===== config.mk =====
export PLATFORM = sky130hd
export DESIGN_NAME = sdram_bank_cfg
export DESIGN_NICKNAME = d
export VERILOG_FILES = /design/src/rtl/sdram_bank_cfg.sv
export SDC_FILE = /design/constraint.sdc
export NUM_CORES = 1
export LEC_CHECK = 0
export BUFFER_PORTS_ARGS = -buffer_cell sky130_fd_sc_hd__buf_2
export CAP_MARGIN = 40
export CELL_PAD_IN_SITES_DETAIL_PLACEMENT = 0
export CELL_PAD_IN_SITES_GLOBAL_PLACEMENT = 1
export CORE_MARGIN = 5
export CORE_UTILIZATION = 31
export DETAILED_ROUTE_END_ITERATION = 6
export GPL_TIMING_DRIVEN = 0
export HOLD_SLACK_MARGIN = 0.15
export PLACE_DENSITY = 0.57
export SYNTH_ARGS = -nofsm -noshare
export SYNTH_HDL_FRONTEND = slang
export SYNTH_SLANG_ARGS = --single-unit
export TNS_END_PERCENT = 5

===== constraint.sdc =====
create_clock -name clk -period 8.42 [get_ports clk]
set_input_delay 0.842 -clock clk [delete_from_list [all_inputs] [get_ports clk]]
set_output_delay 0.842 -clock clk [all_outputs]
set_load 0.02 [all_outputs]

===== src/rtl/sdram_bank_cfg.sv =====
module sdram_bank_cfg #(
  parameter int NUM_BANKS = 4
) (
  input  logic                 clk,
  input  logic                 rst_n,
  input  logic                 reg_sel,
  input  logic                 reg_wr,
  input  logic [31:0]          reg_wdata,
  output logic [31:0]          reg_rdata,
  input  logic [31:0]          sys_addr,
  output logic [NUM_BANKS-1:0] bank_hit,
  output logic                 bank_miss,
  output logic [31:0]          bank_offset,
  output logic                 ecc_irq
);
  localparam logic [31:0] IX_ERR0  = 32'h00;
  localparam logic [31:0] IX_ERR1  = 32'h08;
  localparam logic [31:0] IX_EADR  = 32'h10;
  localparam logic [31:0] IX_CFG   = 32'h20;
  localparam logic [31:0] IX_STAT  = 32'h24;
  localparam logic [31:0] IX_RFSH  = 32'h30;
  localparam logic [31:0] IX_PWR   = 32'h34;
  localparam logic [31:0] IX_BANK  = 32'h40;
  localparam logic [31:0] IX_ECFG  = 32'h94;
  localparam logic [31:0] IX_ESTAT = 32'h98;

  localparam logic [31:0] M_CFG   = 32'hFFE0_0000;
  localparam logic [31:0] M_RFSH  = 32'h3FF8_0000;
  localparam logic [31:0] M_PWR   = 32'hF800_0000;
  localparam logic [31:0] F_PWR   = 32'h07C0_0000;
  localparam logic [31:0] M_BANK  = 32'hFFDE_E001;
  localparam logic [31:0] M_ECFG  = 32'h00F0_0000;
  localparam logic [31:0] M_ESTAT = 32'hFFF0_F000;
  localparam logic [32:0] UNIT    = 33'h0_0040_0000;

  logic [31:0] idx, err0, err1, eadr, cfg, rfsh, pwr, ecfg, estat;
  logic [1:0]  st;
  logic [31:0] bcr [NUM_BANKS];
  logic [NUM_BANKS-1:0] raw_hit;
  logic [31:0] cfg_nv;

  wire data_wr = reg_wr & reg_sel;
  assign cfg_nv = reg_wdata & M_CFG;

  always_ff @(posedge clk) begin
    if (!rst_n) begin
      idx   <= '0;
      err0  <= '0;
      err1  <= '0;
      eadr  <= '0;
      cfg   <= 32'h0080_0000;
      st    <= '0;
      rfsh  <= 32'h05F0_0000;
      pwr   <= F_PWR;
      ecfg  <= '0;
      estat <= '0;
      for (int i = 0; i < NUM_BANKS; i++) bcr[i] <= '0;
    end else if (reg_wr && !reg_sel) begin
      idx <= reg_wdata;
    end else if (data_wr) begin
      case (idx)
        IX_ERR0:  err0  <= err0 & ~reg_wdata;
        IX_ERR1:  err1  <= err1 & ~reg_wdata;
        IX_EADR:  eadr  <= reg_wdata;
        IX_CFG: begin
          if (!cfg[31] && cfg_nv[31]) st[1] <= 1'b0;
          else if (cfg[31] && !cfg_nv[31]) st[1] <= 1'b1;
          if (cfg[30] != cfg_nv[30]) st[0] <= cfg_nv[30];
          cfg <= cfg_nv;
        end
        IX_RFSH:  rfsh  <= reg_wdata & M_RFSH;
        IX_PWR:   pwr   <= (reg_wdata & M_PWR) | F_PWR;
        IX_ECFG:  ecfg  <= reg_wdata & M_ECFG;
        IX_ESTAT: estat <= reg_wdata & M_ESTAT;
        default: ;
      endcase
      for (int i = 0; i < NUM_BANKS; i++)
        if (idx == IX_BANK + 32'(4 * i)) bcr[i] <= reg_wdata & M_BANK;
    end
  end

  always_comb begin
    if (!reg_sel) reg_rdata = idx;
    else begin
      case (idx)
        IX_ERR0:  reg_rdata = err0;
        IX_ERR1:  reg_rdata = err1;
        IX_EADR:  reg_rdata = eadr;
        IX_CFG:   reg_rdata = cfg;
        IX_STAT:  reg_rdata = {st, 30'b0};
        IX_RFSH:  reg_rdata = rfsh;
        IX_PWR:   reg_rdata = pwr;
        IX_ECFG:  reg_rdata = ecfg;
        IX_ESTAT: reg_rdata = estat;
        default:  reg_rdata = 32'hFFFF_FFFF;
      endcase
      for (int i = 0; i < NUM_BANKS; i++)
        if (idx == IX_BANK + 32'(4 * i)) reg_rdata = bcr[i];
    end
  end

  for (genvar g = 0; g < NUM_BANKS; g++) begin : g_bank
    wire [32:0] lo   = {1'b0, bcr[g][31:23], 23'b0};
    wire [32:0] span = UNIT << bcr[g][19:17];
    wire [32:0] a33  = {1'b0, sys_addr};
    assign raw_hit[g] = bcr[g][0] & cfg[31] & (bcr[g][19:17] != 3'd7)
                      & (a33 >= lo) & (a33 < lo + span);
  end

  assign bank_hit  = raw_hit & (~raw_hit + NUM_BANKS'(1));
  assign bank_miss = ~|raw_hit;
  assign ecc_irq   = |estat;

  always_comb begin
    bank_offset = '0;
    for (int i = NUM_BANKS - 1; i >= 0; i--)
      if (raw_hit[i]) bank_offset = sys_addr - {bcr[i][31:23], 23'b0};
  end


  cfg_on_clears_chk: assert property (@(posedge clk) disable iff (!rst_n)
    (data_wr && idx == IX_CFG && reg_wdata[31] && !cfg[31]) |=> !st[1]);

  cfg_off_sets_chk: assert property (@(posedge clk) disable iff (!rst_n)
    (data_wr && idx == IX_CFG && !reg_wdata[31] && cfg[31]) |=> st[1]);

  status_ro_chk: assert property (@(posedge clk) disable iff (!rst_n)
    (data_wr && idx == IX_STAT) |=> $stable(st));

  bank0_mask_chk: assert property (@(posedge clk) disable iff (!rst_n)
    (data_wr && idx == IX_BANK) |=> bcr[0] == ($past(reg_wdata) & M_BANK));

  gate_off_chk: assert property (@(posedge clk) disable iff (!rst_n)
    !cfg[31] |-> (bank_miss && bank_hit == '0));

  ecc_raise_chk: assert property (@(posedge clk) disable iff (!rst_n)
    (data_wr && idx == IX_ESTAT && (reg_wdata & M_ESTAT) != 0) |=> ecc_irq);
endmodule


# Word-level counts from Yosys, hierarchy flattened
# Memory sizes are Yosys's and may differ from the RTL's.
# Index checks and enable logic that the tools add are counted.
# Widths: inputs -> output; s select.
# totals
reg_bits	177
output_inout_bits	70
word_cells	135
memories	1
ramBits	72
# memory_table
memory	depth	word_bits	rd	rd_clocked_by_memory_dff	wr	line_no	text
bcr	4	18	4	0	4	38	logic [31:0] bcr [NUM_BANKS];
# classes
magnitude_cmp	8
n_mux	37
shift	4
n_bitwise	27
reduce_logical	21
addsub	9
eq_ne	17
# op_table
operator	count
$mux 32	9
$pmux 32 s9	1
$add 32x33->33	4
$lt 32x33->1	4
$shl 23x3->33 const A	4
$eq 32x6->1 const B	4
$eq 32x7->1 const B	4
$ge 32x32->1	4
$sub 32x32->32	4
$mux 18	4
$and 32x32->32	2
$eq 32x8->1 const B	2
$eq 32x4->1 const B	1
$eq 32x5->1 const B	1
$logic_not 32->1	1
$not 32->32	1
$reduce_and 3->1	8
$mux 1	23
$and 1x1->1	17
$reduce_or 16->1	1
$ne 3x3->1 const B	4
$reduce_and 4->1	2
$add 4x1->4 const B	1
$and 4x4->4	1
8 further kinds	16

# Depth between registers and ports, before layout
# Gate-level depths: netlist of the first run.
# An unclocked memory read counts as a cell.
# logic_depth
ltp_word	9
ltp_mapped	22

# Worst setup path before layout of the first run
# Ideal clock, no wire load.
# synth_timing
path_kind	register -> output
from	mem bcr[0][6] (netlist name)
to	out bank_offset[28]
setup_slack_ns	3.629
arrival_ns	3.949
path_stages_with_launch	19
required_ns	7.578
path_cell_list	edfxtp_1 -> or3b_2 -> fa_1 -> nor2b_1 -> o21ai_0 -> a21oi_1 -> o21ai_0 -> a21oi_1 -> o21ai_0 -> xnor2_1 -> ha_1 -> nor2_1 -> nor3_1 -> o21ai_0 -> a21o_1 -> o21ai_2 -> clkbuf_1 -> nor2_1 -> a221oi_1
# synth_lines
element	line_no	text
start: declaration	38	
end: declaration	13	output logic [31:0] bank_offset,

==> results of run 1 <==
## layer usage
layer / vias to the layer above / global-route usage, % / wire length [um]
met3: 106 / 2.73 / 3230
li1: 6859 / - / -
met2: 429 / 37.9 / 29200
met4: 2 / 7.01 / 2160
met5: - / 0 / 13
met1: 6858 / 28.8 / 27200
## power breakdown
group          leakage (nW)  switching [mW]  internal, mW
clock                 0.432           0.512         0.666
combinational          4.40           0.298         0.151
sequential             2.17          0.0263          1.25
total                  7.01           0.836          2.07
## sequential cells by signal (all words and copies together), names as in the netlist
name   cells
bcr       72
eadr      32
err0      32
err1      32
idx       32
estat     16
cfg       11
rfsh      11
pwr        5
ecfg       4
st         2
## placed cells by master (no fill, tap or decap), drive strengths merged, types with 17 or more instances in the layout
cell type,Yosys,final
nor4,27,27
clkbuf,86,119
nand4,25,25
nor2,81,81
buf,28,166
nand2,338,338
ha,105,105
dfxtp,177,177
nor3,17,17
clkinv,0,17
a21boi,102,102
and2,99,99
edfxtp,72,72
o21ai,61,61
o22ai,24,24
nor2b,25,25
inv,79,80
a21oi,134,134
xnor2,28,28
nand3,56,56
## worst min-delay path: stages (launching register included)
cell and delay, ns:
dfxtp_1 0.31, nand2_1 0.05, a21oi_1 0.03
## cells in the mapped netlist, types with 25 or more instances
cell type,n
a21boi_0,72
a21boi_1,30
a21oi_1,133
and2_1,96
clkbuf_1,86
dfxtp_1,177
edfxtp_1,72
ha_1,105
inv_1,79
nand2_1,338
nand3_1,56
nand4_1,25
nor2_1,80
nor2b_1,25
o21ai_0,59
xnor2_1,28
## cell type report
cell class	count	area (sq um)
Inverter	79	297
Timing Repair Buffer	138	731
Clock inverter	20	121
Clock buffer	33	751
Multi-Input combinational cell	1386	8900
Sequential cell	249	5710
Fill cell	5165	31200
Buffer	114	498
Tap cell	664	831
## stage by stage
step	setup slack (ns)	cell area [sq um]
4_1_cts	2.17	17800
5_1_grt	1.90	17800
6_report	2.27	17800
2_1_floorplan	3.63	15400
3_3_place_gp	2.68	16900
3_5_place_dp	2.77	17000
## final timing paths
check	end	slack (ns)	from	cells past startpoint
max	bank_offset[16]	2.27	bcr[0][5]	20
min	err1[2]	0.43	err1[2]	2
max reg2reg	bcr[0][1]	4.40	idx[25]	9
min reg2reg	err1[2]	0.43	err1[2]	2
## cell families (layout without fill, tap and decap cells)
family	after synthesis	after routing	synth area share [%]
buffers and inverters	193	384	5.16
AOI/OAI and AO/OA	474	474	20.9
muxes	13	13	0.854
adders and majority gates	113	113	9.58
and+or+nand+nor	742	742	23.9
xor gates and xnor gates	44	44	2.51
DFF	249	249	37.1
==> qor.log, run 1 <==
qor: status.run_status complete, no violations
qor: logic_synthesis.yosys_warnings 0
qor: detailed_routing.drt_wl_total 61900 um
qor: clock_network.clk_pin_slew 0.07 ns
qor: detailed_routing.vias 14300
qor: power_and_ir_drop.totalPowerFinal 2.90 mW
qor: detailed_routing.via_per_inst 5.31
qor: setup_path.worstPathArrival 5.30 ns
qor: timing.rsz0062_at_grt false
qor: logic_synthesis.synth_fp_nets 2009
qor: placed_design.finalWeightedCongestion 0.866
qor: global_routing.grt_util_all_layers 22.0%
qor: floorplan.ioPinCount 138
qor: setup_path.path_common_cell o21ai_0
qor: clock_network.cts_root_buf clkbuf_16
qor: detailed_routing.detail_route.iter0.violations 1000
qor: logic_synthesis.synth.cell_area 15400 sq um
qor: global_routing.grt_max_degree 14
qor: clock_network.cts-htree-levels 1
qor: logic_synthesis.yosys.area.top_type_share 23.0%
qor: timing.setup_viol 0
qor: power_and_ir_drop.standby_leakage_power 7.01 nW
qor: clock_network.cts_tree done
qor: floorplan.chipHeight 233 um
qor: clock_network.post_cts_resized 0
qor: setup_path.timing.critical_path.from_type flop
qor: setup_path.worst_ep_required_time 7.58 ns
qor: final_layout.post_layout_nonfiller_instances 2683
qor: setup_path.crit_path_end_kind output pin
qor: final_layout.layout.core_utilization 36.4%
qor: detailed_routing.dr_wl_cell 23.1 um
qor: global_routing.antenna_found_initial 1
qor: setup_path.cp_top_family simple AND/OR/NAND/NOR gates
qor: setup_path.path_class reg -> out
qor: placed_design.dp_cells 2629
qor: placed_design.place.detailed.hpwl 48300 um
qor: timing.timing_max_transition_violations_final 0
qor: flow_run.maxCapViolations 0
qor: detailed_routing.ant_nets 0
qor: timing.achievable-frequency 163 MHz
qor: clock_network.clkLatencyLatePin 0.55 ns
qor: detailed_routing.drt_pass1_iterations 7
qor: detailed_routing.route.detailed.drc 0
qor: logic_synthesis.netlist_top_cells_area dfxtp_1 (23%), edfxtp_1 (14%), ha_1 (8.5%), nand2_1 (8.2%), a21oi_1 (4.3%)
qor: timing.clock_skew 0.0151 ns
qor: logic_synthesis.yosysSeqAreaShare 37.1%
qor: clock_network.clockBufferDepth 3
qor: worst_hold_path.hold_crit_class reg -> reg
qor: setup_path.crit_buf_inv 2
qor: timing.worst-slew-pin-transition 0.905 ns
qor: global_routing.via_count_of_the_first_global_routing_pass 14000
qor: final_layout.fin_nets 2178
qor: global_routing.first_pass_grt_wire_length 90400 um
qor: final_layout.area_delta_synth_final 15.9%
qor: clock_network.numClockSinks 249
qor: final_layout.antennaDiodeCount 0
qor: logic_synthesis.netlist_instances 1828
qor: power_and_ir_drop.irDropWorstVdd 0.125 mV
qor: logic_synthesis.synth-seq-cells 249
qor: clock_network.cts-hold-fix-buffers 0
qor: floorplan.initial_core_util 31.4%
qor: timing.whs 0.431 ns
qor: setup_path.cp_slowest_stage_delay 0.64 ns
qor: setup_path.timing.critical_path.cells or3b_2, fa_1, nor2b_1, o21ai_0, a21oi_1, o21ai_0, a21oi_1, o21ai_0, xnor2_1, ha_1, nor2_1, nor3_1, o21ai_0, a21o_1, o21ai_2, nand2_1, or3b_1, buf_2, and2_1, buf_2
qor: setup_path.crit_slowest_cell edfxtp_1
qor: floorplan.core.rowCount 81
qor: logic_synthesis.async_reset_ff_share 0%
qor: final_layout.drive_gt1_share 11.8%
qor: logic_synthesis.yosys.cell_types.count 77
qor: floorplan.floorplan.core_area 49100 sq um
qor: logic_synthesis.post_synth_edffs 72
qor: clock_network.cts_inserted_buffers 29
qor: timing.period_needed 6.15 ns
qor: global_routing.grt_overflow_total 0
qor: timing.report.final.hold_viol_count 0
qor: timing.slew-limit-headroom 39.2%
qor: logic_synthesis.netlist.top_cell.by_area dfxtp_1
qor: timing.period_share 73.0%
qor: placed_design.place.port_buffers 131
qor: logic_synthesis.ys_dominant_reg_cell dfxtp_1
qor: floorplan.dieArea 54200 sq um
qor: floorplan.die_w 233 um
qor: setup_path.crit_path_max_fanout 10
qor: power_and_ir_drop.cell_area_power_density 163 nW/um^2
qor: timing.setup_total_negative_slack 0 ns
qor: logic_synthesis.syn_area_per_cell 8.42 sq um
qor: clock_network.post-cts-setup-buffers 0
Power figures use the tool's default switching activity.
==> run 2: changes to the inputs <==
--- a/config.mk
+++ b/config.mk
@@ -5,6 +5,7 @@
 export SDC_FILE = /design/constraint.sdc
 export NUM_CORES = 1
 export LEC_CHECK = 0
+export ABC_AREA = 1
 export BUFFER_PORTS_ARGS = -buffer_cell sky130_fd_sc_hd__buf_2
 export CAP_MARGIN = 40
 export CELL_PAD_IN_SITES_DETAIL_PLACEMENT = 0
@@ -14,7 +15,7 @@
 export DETAILED_ROUTE_END_ITERATION = 6
 export GPL_TIMING_DRIVEN = 0
 export HOLD_SLACK_MARGIN = 0.15
-export PLACE_DENSITY = 0.57
+export PLACE_DENSITY = 0.61
 export SYNTH_ARGS = -nofsm -noshare
 export SYNTH_HDL_FRONTEND = slang
 export SYNTH_SLANG_ARGS = --single-unit
==> constraint.sdc (replaced) <==
create_clock -name clk -period 5.4 [get_ports clk]
set_input_delay 0.54 -clock clk [delete_from_list [all_inputs] [get_ports clk]]
set_output_delay 0.54 -clock clk [all_outputs]
set_load 0.02 [all_outputs]
==> run 2 against run 1 <==
Clock skew fell by 0.0075 ns. Critical path depth rose by 3. Area after synthesis rose by 2.4%. Die area rose by 2.3%. Core utilization barely moved. Sequential cell count did not move. Synthesized cell count rose by 19%. Via count rose by 5.4%. Hold slack got worse by 0.18 ns. Register-to-register slack got worse by 1.7 ns. Count of clock-buffer cells in the layout rose by 4. Critical endpoint is now bank_offset[28]. Largest power group unchanged.
==> qor.log, run 2 <==
qor: timing.timing_max_transition_violations_final 0 [unchanged]
qor: final_layout.area_delta_synth_final 16.1%
qor: power_and_ir_drop.clkPwrFrac 42.6% [+2.0 points]
qor: floorplan.floorplan.core_area 50300 sq um [+2.5%]
qor: global_routing.antenna_found_initial 0 [-1]
qor: logic_synthesis.yosys.cell_types.count 52 [-32%]
qor: clock_network.cts_root_buf clkbuf_16
qor: placed_design.placed_area 17400 sq um [+2.5%]
qor: power_and_ir_drop.power_switching_share 27.6% [-1.2 points]
qor: final_layout.fin_nets 2519 [+16%]
qor: final_layout.max_ffs_per_register 72 [unchanged]
qor: floorplan.chipHeight 235 um [+1.2%]
qor: clock_network.clk_pin_slew 0.06 ns [about the same]
qor: power_and_ir_drop.power.internal 3.31 mW [+60%]
qor: timing.rsz0062_at_grt false
qor: logic_synthesis.post_synth_edffs 72 [unchanged]
qor: final_layout.final_common_cell nand2_1
qor: detailed_routing.detail_route.iter0.violations 953 [-4.7%]
qor: logic_synthesis.netlist.top_cell.by_area dfxtp_1
qor: timing.report.final.hold_viol_count 0 [unchanged]
qor: logic_synthesis.post-synth-top-count-cell nand2_1
qor: global_routing.grt.met3_usage 2.21% [-0.52 points]
qor: clock_network.clkLatencyLatePin 0.55 ns [about the same]
qor: placed_design.finalWeightedCongestion 0.891 [+3.0%]
qor: detailed_routing.route.detailed.drc 0 [unchanged]
qor: power_and_ir_drop.standby_leakage_power 8.43 nW [+20%]
qor: floorplan.core.rowCount 82 [+1.2%]
qor: setup_path.worst_ep_required_time 4.86 ns [-2.72 ns]
qor: floorplan.initial_core_util 31.3% [about the same]
qor: detailed_routing.ant_nets 0 [unchanged]
qor: timing.clock_skew 0.00761 ns [-0.00745 ns]
qor: detailed_routing.drt_pass1_iterations 6 [-1]
qor: clock_network.numClockSinks 249 [unchanged]
qor: detailed_routing.via_per_inst 4.96 [-6.7%]
qor: logic_synthesis.netlist_instances 2167 [+19%]
qor: power_and_ir_drop.power.net_switching 1.26 mW [+51%]
qor: logic_synthesis.yosys_warnings 0 [unchanged]
qor: clock_network.post-cts-setup-buffers 0 [unchanged]
qor: status.run_status complete, no violations
qor: clock_network.cts_tree done
qor: power_and_ir_drop.totalPowerFinal 4.57 mW [+57%]
qor: clock_network.cts_inserted_buffers 27 [-6.9%]
qor: logic_synthesis.synth.cell_area 15800 sq um [+2.4%]
qor: timing.worst-slew-pin-transition 0.900 ns [-0.00493 ns]
qor: final_layout.layout.cell_area.non_filler 18300 sq um [+2.6%]
qor: setup_path.crit_path_max_fanout 10 [unchanged]
qor: power_and_ir_drop.cell_area_power_density 250 nW/um^2 [+54%]
qor: floorplan.die_w 235 um [+1.2%]
qor: power_and_ir_drop.power_frac_comb 14.1% [-1.3 points]
qor: timing.period_share 91.5%
qor: final_layout.layout_common_cells nand2_1 (437), inv_1 (287), nor2_1 (262)
qor: setup_path.worstPathArrival 4.40 ns [-0.90 ns]
qor: timing.period_needed 4.94 ns
qor: power_and_ir_drop.irDropWorstVdd 0.204 mV [+64%]
qor: timing.setup_viol 0 [unchanged]
qor: global_routing.grt.met1_usage 27.7% [-1.1 points]
qor: detailed_routing.dr_wl_cell 20.3 um [-12%]
qor: placed_design.place.port_buffers 136 [+3.8%]
qor: power_and_ir_drop.seqPwrFrac 43.3% [-0.7 points]
qor: worst_hold_path.hold_crit_class in -> reg
qor: logic_synthesis.netlist_top_cells_area dfxtp_1 (22%), edfxtp_1 (14%), nand2_1 (10%), ha_1 (8.3%), inv_1 (6.8%)
qor: placed_design.place.detailed.hpwl 48900 um [+1.3%]
qor: logic_synthesis.ys_dominant_reg_cell dfxtp_1
qor: global_routing.grt_util_all_layers 21.3% [-0.78 points]
qor: flow_run.maxCapViolations 0 [unchanged]
qor: final_layout.drive_gt1_share 11.7% [-0.083 points]
qor: global_routing.grt_overflow_total 0 [unchanged]
qor: final_layout.layout.core_utilization 36.4% [about the same]
qor: global_routing.highest_utilization_routing_layer_at_the_global_route_stage met2
qor: final_layout.max_flop_register bcr
qor: timing.whs 0.254 ns [-0.178 ns]
qor: logic_synthesis.yosysSeqAreaShare 36.2% [-0.88 points]
qor: timing.achievable-frequency 202 MHz
qor: clock_network.post_cts_resized 0 [unchanged]
qor: logic_synthesis.yosys.area.top_type_share 22.5% [-0.55 points]
qor: detailed_routing.drt_wl_total 61500 um [-0.66%]
qor: timing.setup_total_negative_slack 0 ns [unchanged]
qor: global_routing.first_pass_grt_wire_length 91900 um [+1.6%]
qor: setup_path.crit_path_end_kind output pin
qor: clock_network.cts-htree-levels 1 [unchanged]
qor: global_routing.grt_util_met2 37.5% [-0.43 points]
qor: clock_network.cts-hold-fix-buffers 0 [unchanged]
qor: detailed_routing.vias 15000 [+5.4%]
qor: setup_path.path_class reg -> out
qor: global_routing.grt_max_degree 17 [+3]
qor: logic_synthesis.async_reset_ff_share 0% [unchanged]
qor: logic_synthesis.synth_fp_nets 2348 [+17%]
qor: logic_synthesis.synth-seq-cells 249 [unchanged]
qor: floorplan.dieArea 55400 sq um [+2.3%]
qor: final_layout.antennaDiodeCount 0 [unchanged]
qor: clock_network.clockBufferDepth 3 [unchanged]
qor: setup_path.timing.critical_path.from_type flop
qor: floorplan.ioPinCount 138 [unchanged]
qor: logic_synthesis.synth_common_cells nand2_1 (437), inv_1 (287), nor2_1 (262)
qor: logic_synthesis.syn_area_per_cell 7.27 sq um [-14%]
qor: timing.slew-limit-headroom 40.0% [+0.79 points]
qor: global_routing.via_count_of_the_first_global_routing_pass 14800 [+6.0%]
[run 2: routing by layer]
layer	part of all wire, %	vias up
li1	-	7550
met1	45	7051
met2	48	353
met3	3.9	73
met4	2.9	0
met5	0	-
[run 2: worst max-delay path, cell delays in order, from the launching register on]
cell and delay, ns:
edfxtp_1 0.46, inv_1 0.14, nor3_1 0.17, ha_1 0.20, inv_1 0.06, fa_1 0.39, o21ai_0 0.29, a21oi_1 0.11
o21bai_1 0.22, a21oi_1 0.10, nor2_1 0.12, xor2_1 0.16, ha_1 0.24, nand2_1 0.06, nand2_1 0.04, nand2_1 0.09
nand2_1 0.20, inv_1 0.19, buf_4 0.19, nand2_1 0.07, nand2_1 0.08, nand2_1 0.06, nand2_1 0.06, buf_2 0.15
[run 2: cells by family after synthesis]
logic type | after synthesis | synth area share, %
xor gates and xnor gates | 54 | 3.00
adders and majority gates | 113 | 9.35
AOI/OAI and AO/OA | 376 | 14.2
buffers and inverters | 389 | 9.81
DFF | 249 | 36.2
and+or+nand+nor | 986 | 27.5
[run 2: power groups by stage]
stage	sequential, mW	clock [mW]	combinational, mW
after global routing	1.98	2.05	0.716
after global placement	2.02	0	0.632
after floorplan	2.01	0	0.400
after detailed placement	2.02	0	0.644
after CTS	1.98	1.98	0.647
final	1.98	1.95	0.643
[run 2: area by class of cell]
class	instances	area, sq um
plain buffers	79	374
multi-input cells	1529	8530
inverters	310	1170
clock inverters	12	158
fillers	5516	32000
flip-flops and latches	249	5710
well taps	672	841
clock buffers	37	754
repair buffers	142	759
[run 2: worst paths after layout]
path                               startpoint               to  slack (ns)  depth (start not counted)
worst max-delay path                bcr[2][4]  bank_offset[28]        0.46                         23
worst min-delay path            reg_wdata[14]         err0[14]        0.25                          4
worst max register to register         idx[8]       bcr[2][11]        2.74                          9
worst min register to register       err0[12]         err0[12]        0.45                          2
[run 2: stage by stage]
| step | setup WS [ns] | std cells |
|---|---|---|
| 2_1_floorplan | 1.51 | 2167 |
| 3_3_place_gp | 0.827 | 2975 |
| 3_5_place_dp | 0.795 | 2981 |
| 4_1_cts | 0.204 | 3030 |
| 5_1_grt | 0.0426 | 3030 |
| 6_report | 0.460 | 3030 |
